**config.mk**
```make
export PLATFORM = sky130hd
export DESIGN_NAME = ccir_compositor
export DESIGN_NICKNAME = d
export VERILOG_FILES = /design/src/rtl/ccir_compositor.sv
export SDC_FILE = /design/constraint.sdc
export NUM_CORES = 2
export LEC_CHECK = 0
export ABC_AREA = 1
export BUFFER_PORTS_ARGS = -buffer_cell sky130_fd_sc_hd__buf_2
export CORE_AREA = 8 8 356 358
export DETAILED_ROUTE_END_ITERATION = 10
export DIE_AREA = 0 0 364 366
export PLACE_DENSITY = 0.44
export SYNTH_ARGS = -nofsm -noshare
export SYNTH_HDL_FRONTEND = slang
export SYNTH_SLANG_ARGS = --single-unit
```
**constraint.sdc**
```tcl
create_clock -name clk -period 17.5 [get_ports clk]
set_input_delay 3.5 -clock clk [delete_from_list [all_inputs] [get_ports clk]]
set_output_delay 3.5 -clock clk [all_outputs]
set_load 0.05 [all_outputs]
```
**src/rtl/ccir_compositor.sv**
```systemverilog
module ccir_compositor #(
  parameter int HW = 12,
  parameter int VW = 11
) (
  input  logic          clk,
  input  logic          rst_n,
  input  logic [HW-1:0] cfg_act_pix,
  input  logic [HW-1:0] cfg_hblank,
  input  logic [VW-1:0] cfg_vblank,
  input  logic [VW-1:0] cfg_act_lines,
  input  logic          cfg_interlace,
  input  logic          cfg_upscale,
  input  logic          cfg_up_avg,
  input  logic          cfg_ovl_en,
  input  logic          cfg_key_en,
  input  logic [7:0]    cfg_alpha,
  input  logic [23:0]   cfg_key_lo,
  input  logic [23:0]   cfg_key_hi,
  input  logic [15:0]   vid_y,
  input  logic [7:0]    vid_u,
  input  logic [7:0]    vid_v,
  output logic          vid_take,
  input  logic [31:0]   ovl_pix,
  output logic          ovl_take,
  output logic [7:0]    dout
);
  localparam int CW = HW + 2;
  localparam int LW = VW + 1;

  logic [CW-1:0] hc, line_len, sav_at, act_at;
  logic [LW-1:0] vc, fld_len;
  logic          fld;
  logic [2:0]    a;
  logic [1:0]    rs;

  assign line_len = CW'(8) + CW'(cfg_hblank) + {1'b0, cfg_act_pix, 1'b0};
  assign sav_at   = CW'(4) + CW'(cfg_hblank);
  assign act_at   = sav_at + CW'(4);
  assign fld_len  = LW'(cfg_vblank) + LW'(cfg_act_lines);
  assign a        = 3'(hc - act_at);
  assign rs       = 2'(hc - sav_at);

  wire line_end = hc == line_len - CW'(1);
  wire vb       = vc < LW'(cfg_vblank);
  wire in_act   = hc >= act_at;
  wire in_sav   = hc >= sav_at && !in_act;
  wire h        = hc < CW'(4);
  wire pair_go  = in_act && !vb && a[1:0] == 2'd0;
  wire vsrc     = pair_go && (!cfg_upscale || !a[2]);
  wire [7:0] xy = {1'b1, fld, vb, h, vb ^ h, fld ^ h, fld ^ vb, fld ^ vb ^ h};

  assign vid_take = vsrc;
  assign ovl_take = pair_go && cfg_ovl_en;

  always_ff @(posedge clk or negedge rst_n) begin
    if (!rst_n) begin
      hc  <= '0;
      vc  <= '0;
      fld <= 1'b0;
    end else if (line_end) begin
      hc <= '0;
      if (vc == fld_len - LW'(1)) begin
        vc  <= '0;
        fld <= cfg_interlace ? ~fld : 1'b0;
      end else begin
        vc <= vc + LW'(1);
      end
    end else begin
      hc <= hc + CW'(1);
    end
  end

  logic [7:0] sy1, su, sv;
  logic [7:0] vy0, vy1, vu, vv;
  logic [8:0] ysum;

  assign ysum = {1'b0, vid_y[7:0]} + {1'b0, vid_y[15:8]} + 9'd1;

  always_comb begin
    vy0 = vid_y[7:0];
    vy1 = vid_y[15:8];
    vu  = vid_u;
    vv  = vid_v;
    if (cfg_upscale) begin
      if (vsrc) begin
        vy1 = cfg_up_avg ? ysum[8:1] : vid_y[7:0];
      end else begin
        vy0 = sy1;
        vy1 = sy1;
        vu  = su;
        vv  = sv;
      end
    end
  end

  always_ff @(posedge clk or negedge rst_n) begin
    if (!rst_n) begin
      sy1 <= '0;
      su  <= '0;
      sv  <= '0;
    end else if (vsrc) begin
      sy1 <= vid_y[15:8];
      su  <= vid_u;
      sv  <= vid_v;
    end
  end

  function automatic logic in_rng(input logic [7:0] x, input logic [7:0] lo, input logic [7:0] hi);
    return x >= lo && x <= hi;
  endfunction

  function automatic logic [7:0] mix(input logic [7:0] o, input logic [7:0] v, input logic [7:0] al);
    logic [16:0] s;
    s = 17'(al) * 17'(o) + 17'(8'd255 - al) * 17'(v) + 17'd127;
    return 8'(s / 17'd255);
  endfunction

  function automatic logic [7:0] clip(input logic [7:0] x);
    return (x == 8'h00) ? 8'h01 : (x == 8'hFF) ? 8'hFE : x;
  endfunction

  wire [7:0] ou  = ovl_pix[7:0];
  wire [7:0] oy0 = ovl_pix[15:8];
  wire [7:0] ov  = ovl_pix[23:16];
  wire [7:0] oy1 = ovl_pix[31:24];

  wire kc   = in_rng(ou, cfg_key_lo[15:8], cfg_key_hi[15:8]) &&
              in_rng(ov, cfg_key_lo[23:16], cfg_key_hi[23:16]);
  wire k0   = cfg_key_en && kc && in_rng(oy0, cfg_key_lo[7:0], cfg_key_hi[7:0]);
  wire k1   = cfg_key_en && kc && in_rng(oy1, cfg_key_lo[7:0], cfg_key_hi[7:0]);
  wire use0 = cfg_ovl_en && !k0;
  wire use1 = cfg_ovl_en && !k1;

  wire [7:0] c_cb = clip(use0 ? mix(ou,  vu,  cfg_alpha) : vu);
  wire [7:0] c_y0 = clip(use0 ? mix(oy0, vy0, cfg_alpha) : vy0);
  wire [7:0] c_cr = clip(use0 ? mix(ov,  vv,  cfg_alpha) : vv);
  wire [7:0] c_y1 = clip(use1 ? mix(oy1, vy1, cfg_alpha) : vy1);

  logic [7:0] h_y0, h_cr, h_y1, nb;

  always_ff @(posedge clk or negedge rst_n) begin
    if (!rst_n) begin
      h_y0 <= '0;
      h_cr <= '0;
      h_y1 <= '0;
    end else if (pair_go) begin
      h_y0 <= c_y0;
      h_cr <= c_cr;
      h_y1 <= c_y1;
    end
  end

  always_comb begin
    if (h || in_sav) begin
      case (h ? hc[1:0] : rs)
        2'd0:    nb = 8'hFF;
        2'd3:    nb = xy;
        default: nb = 8'h00;
      endcase
    end else if (!in_act || vb) begin
      nb = (in_act ? a[0] : hc[0]) ? 8'h10 : 8'h80;
    end else begin
      case (a[1:0])
        2'd0:    nb = c_cb;
        2'd1:    nb = h_y0;
        2'd2:    nb = h_cr;
        default: nb = h_y1;
      endcase
    end
  end

  always_ff @(posedge clk or negedge rst_n) begin
    if (!rst_n) dout <= 8'h10;
    else        dout <= nb;
  end


  ff_then_zero_chk: assert property (@(posedge clk) disable iff (!rst_n)
    dout == 8'hFF |=> dout == 8'h00);


  take_gap_chk: assert property (@(posedge clk) disable iff (!rst_n)
    vid_take |=> !vid_take);


  up_gap_chk: assert property (@(posedge clk) disable iff (!rst_n)
    cfg_upscale && $past(vid_take, 4) |-> !vid_take);


  xy_parity_chk: assert property (@(posedge clk) disable iff (!rst_n)
    $past(dout, 3) == 8'hFF && $past(dout, 2) == 8'h00 && $past(dout) == 8'h00 |->
    dout[7] && dout[3:0] == {dout[5] ^ dout[4], dout[6] ^ dout[4], dout[6] ^ dout[5], dout[6] ^ dout[5] ^ dout[4]});


  prog_field_chk: assert property (@(posedge clk) disable iff (!rst_n)
    !cfg_interlace && $past(dout, 3) == 8'hFF && $past(dout, 2) == 8'h00 && $past(dout) == 8'h00 |-> !dout[6]);
endmodule

```
==> impl_metrics.json <==
{
  "yosysSeqAreaShare_pct": 5.76,
  "clockBufferDepth": 2,
  "postRouteAntennaNets": 0,
  "routed_wl_microns": 112000,
  "die_w_microns": 364,
  "hold_viol_final": 0,
  "cts_inserted_buffers": 9,
  "die_h_microns": 366,
  "fin_crit_sh_pct": 95.0,
  "wire_per_inst_microns": 15.0,
  "antenna_found_initial": 28,
  "yosys_register_bits": 83,
  "synth_nets": 6366,
  "fmax_mhz": 60.2,
  "synth-simple-area-share_pct": 31.3,
  "die-area_sq_mm": 0.133,
  "std_cell_rows": 128,
  "io-pin-count": 183,
  "setup_viol": 0,
  "cts_sinks": 83,
  "post_synth.cell_area_avg_sq_um": 6.71,
  "hold_buffers": 0,
  "cpMaxStageDelayCell": "fa_1",
  "drive_above_1_share_pct": 21.2,
  "via_per_inst": 4.54,
  "port_buffers": 182,
  "cap_violations": 0,
  "cts.clk_slew.worst_paths_ns": 0.07,
  "gp_congestion": 0.849,
  "grt_first_pass_wirelength_microns": 178000,
  "synth_ff_type": "dfrtp_1",
  "grtUsageTotal_pct": 16.3,
  "synth-warning-count": 0,
  "synth_compound_area_share_pct": 8.64,
  "synth_edf_count": 0,
  "dp_slack_ns": -0.246,
  "skew_ns": 0.0123,
  "ys_top_cells_by_count": "1,378 x nand2_1, 1,204 x inv_1, 420 x fa_1, 399 x ha_1, 386 x nor2_1",
  "rsz0062_at_grt": "yes",
  "synth_xor_area_share_pct": 2.52,
  "synthAdderAreaFrac_pct": 37.2,
  "drc": 0,
  "status": "complete, no violations",
  "end_kind": "flop",
  "hold_class": "reg2reg",
  "synth_cell_types": 78,
  "htreeDepth": 3,
  "cts_tree": "yes",
  "max_slew_margin_pct": 36.1,
  "cts-root-buf": "clkbuf_16",
  "initial_core_util_pct": 29.8,
  "synth_cells": 5374,
  "synth.area.top_cells": "fa_1 23%, nand2_1 14%, ha_1 14%",
  "nNetsFinal": 6787,
  "timing.critical_path.mode_cell": "nand2_4",
  "synth_top_family_by_area": "adder cells",
  "vias": 33800,
  "synth_top_area_share_pct": 23.3,
  "grt_max_degree": 55,
  "grt_overflow": 0,
  "crit_path_max_fanout": 8,
  "yosysTopAreaCell": "fa_1",
  "drt_iter0_markers": 1655,
  "synth_area_sq_mm": 0.0361,
  "firstDrtPassIters": 5,
  "insertion_delay_ns": 0.36,
  "required_ns": 17.80,
  "grt_pass1_vias": 33600,
  "ys_async_sr_fraction_pct": 100,
  "coreArea_sq_mm": 0.121,
  "worst-slew-pin-transition_ns": 0.952,
  "place_hpwl_microns": 93400,
  "fin_crit_ns": 16.62,
  "final_max_slew_viol_count": 0,
  "worst_slack_ns": 0.882,
  "setup.worst_path.start_class": "input port",
  "crit_arrival_ns": 16.91,
  "yosysMostFrequentCell": "nand2_1",
  "area_growth_pct": 20.8,
  "synthMuxAreaShare_pct": 0,
  "cp_slowest_stage_delay_ns": 0.58,
  "path_class": "in2reg"
}
==> area by class of cell <==
| type | instances | area (sq um) |
|---|---|---|
| inverter | 1266 | 4760 |
| multi-input combinational | 3918 | 30800 |
| clock buffer | 11 | 243 |
| clock inverter | 5 | 77.6 |
| fill | 13200 | 77400 |
| timing repair buffer | 517 | 3570 |
| antenna | 16 | 40.0 |
| sequential | 83 | 2080 |
| tap | 1625 | 2030 |
==> sequential cells by signal, summed over array words and instances, names as in the netlist <==
name,flops
dout,8
fld,1
h_cr,8
h_y0,8
h_y1,8
hc,14
su,8
sv,8
sy1,8
vc,12
==> per-layer routing <==
layer  track usage, %  share of wire (%)  up-vias
li1                 -                  -    17300
met1             23.1                 47    15900
met2             27.3                 46      531
met3             2.08                5.7       57
met4             1.51               0.95       12
met5                0              0.068        -
==> kinds of logic (layout without fill, tap and decap cells) <==
family                     Yosys count  in the layout
AOI/OAI and AO/OA                  531            532
xor gates and xnor gates            98             98
adders and majority gates          819            819
buffers and inverters             1379           1799
DFF                                 83             83
other                                1             17
and+or+nand+nor                   2463           2468
==> worst max-delay path: cells and delay by family <==
family          cells  cell delay, ns
buf+inv            14            1.48
xor+xnor            2            0.50
fa+ha+maj           8            3.70
simple gates       53            5.97
compound gates     10            1.68
==> final timing paths <==
path	start	end	slack [ns]	cells past startpoint
max	cfg_hblank[4]	h_y0[0]	0.88	87
min reg2reg	su[4]	su[4]	0.49	2
min in group asynchronous	rst_n	hc[12]	3.11	1
max in group asynchronous	rst_n	sy1[4]	13.33	2
min	su[4]	su[4]	0.49	2
max reg2reg	hc[0]	h_y0[0]	4.66	76
==> cell usage in the layout, fill, tap and decap left out, types with 18 or more instances in the layout <==
| cell type | synthesis | layout |
|---|---|---|
| a21oi_1 | 141 | 118 |
| a21oi_2 | 7 | 24 |
| buf_2 | 2 | 181 |
| buf_4 | 1 | 320 |
| dfrtp_1 | 82 | 82 |
| fa_1 | 420 | 415 |
| ha_1 | 399 | 366 |
| ha_4 | 0 | 27 |
| inv_1 | 1204 | 1185 |
| inv_2 | 50 | 69 |
| nand2_1 | 1378 | 1292 |
| nand2_2 | 97 | 149 |
| nand2_4 | 35 | 65 |
| nand3_1 | 298 | 253 |
| nand3_2 | 39 | 66 |
| nand3_4 | 9 | 28 |
| nand4_1 | 54 | 54 |
| nor2_1 | 386 | 312 |
| nor2_2 | 45 | 82 |
| nor2_4 | 17 | 54 |
| nor3_1 | 20 | 18 |
| o21a_1 | 25 | 25 |
| o21ai_0 | 190 | 163 |
| o21ai_1 | 58 | 53 |
| o21ai_2 | 4 | 34 |
| o21bai_1 | 18 | 18 |
| or2_2 | 22 | 22 |
| xnor2_1 | 20 | 20 |
| xor2_1 | 73 | 73 |
==> repair_timing <==
| item | 4_1_cts | 5_1_grt |
|---|---|---|
| resized for setup | 0 | 499 |
| setup endpoints to repair | 0 | 13 |
| buffers inserted | 0 | 89 |
==> stage by stage <==
step                      instance area, sq um  utilization (%)  instances  hold WS [ns]  setup TNS (ns)
after CTS                                40700             33.7       7328         0.471               0
after global routing                     43500             36.0       7426         0.507          -0.466
after detailed placement                 40400             33.4       7312         0.454          -0.564
after floorplan                          36100                -       5374         0.437               0
after global placement                   40400             33.4       7312         0.456          -0.452
final                                    43600             36.0       7441         0.486               0
Power is not shown: default switching activity piles up to over one toggle a cycle in this logic, so the estimate is an artifact.
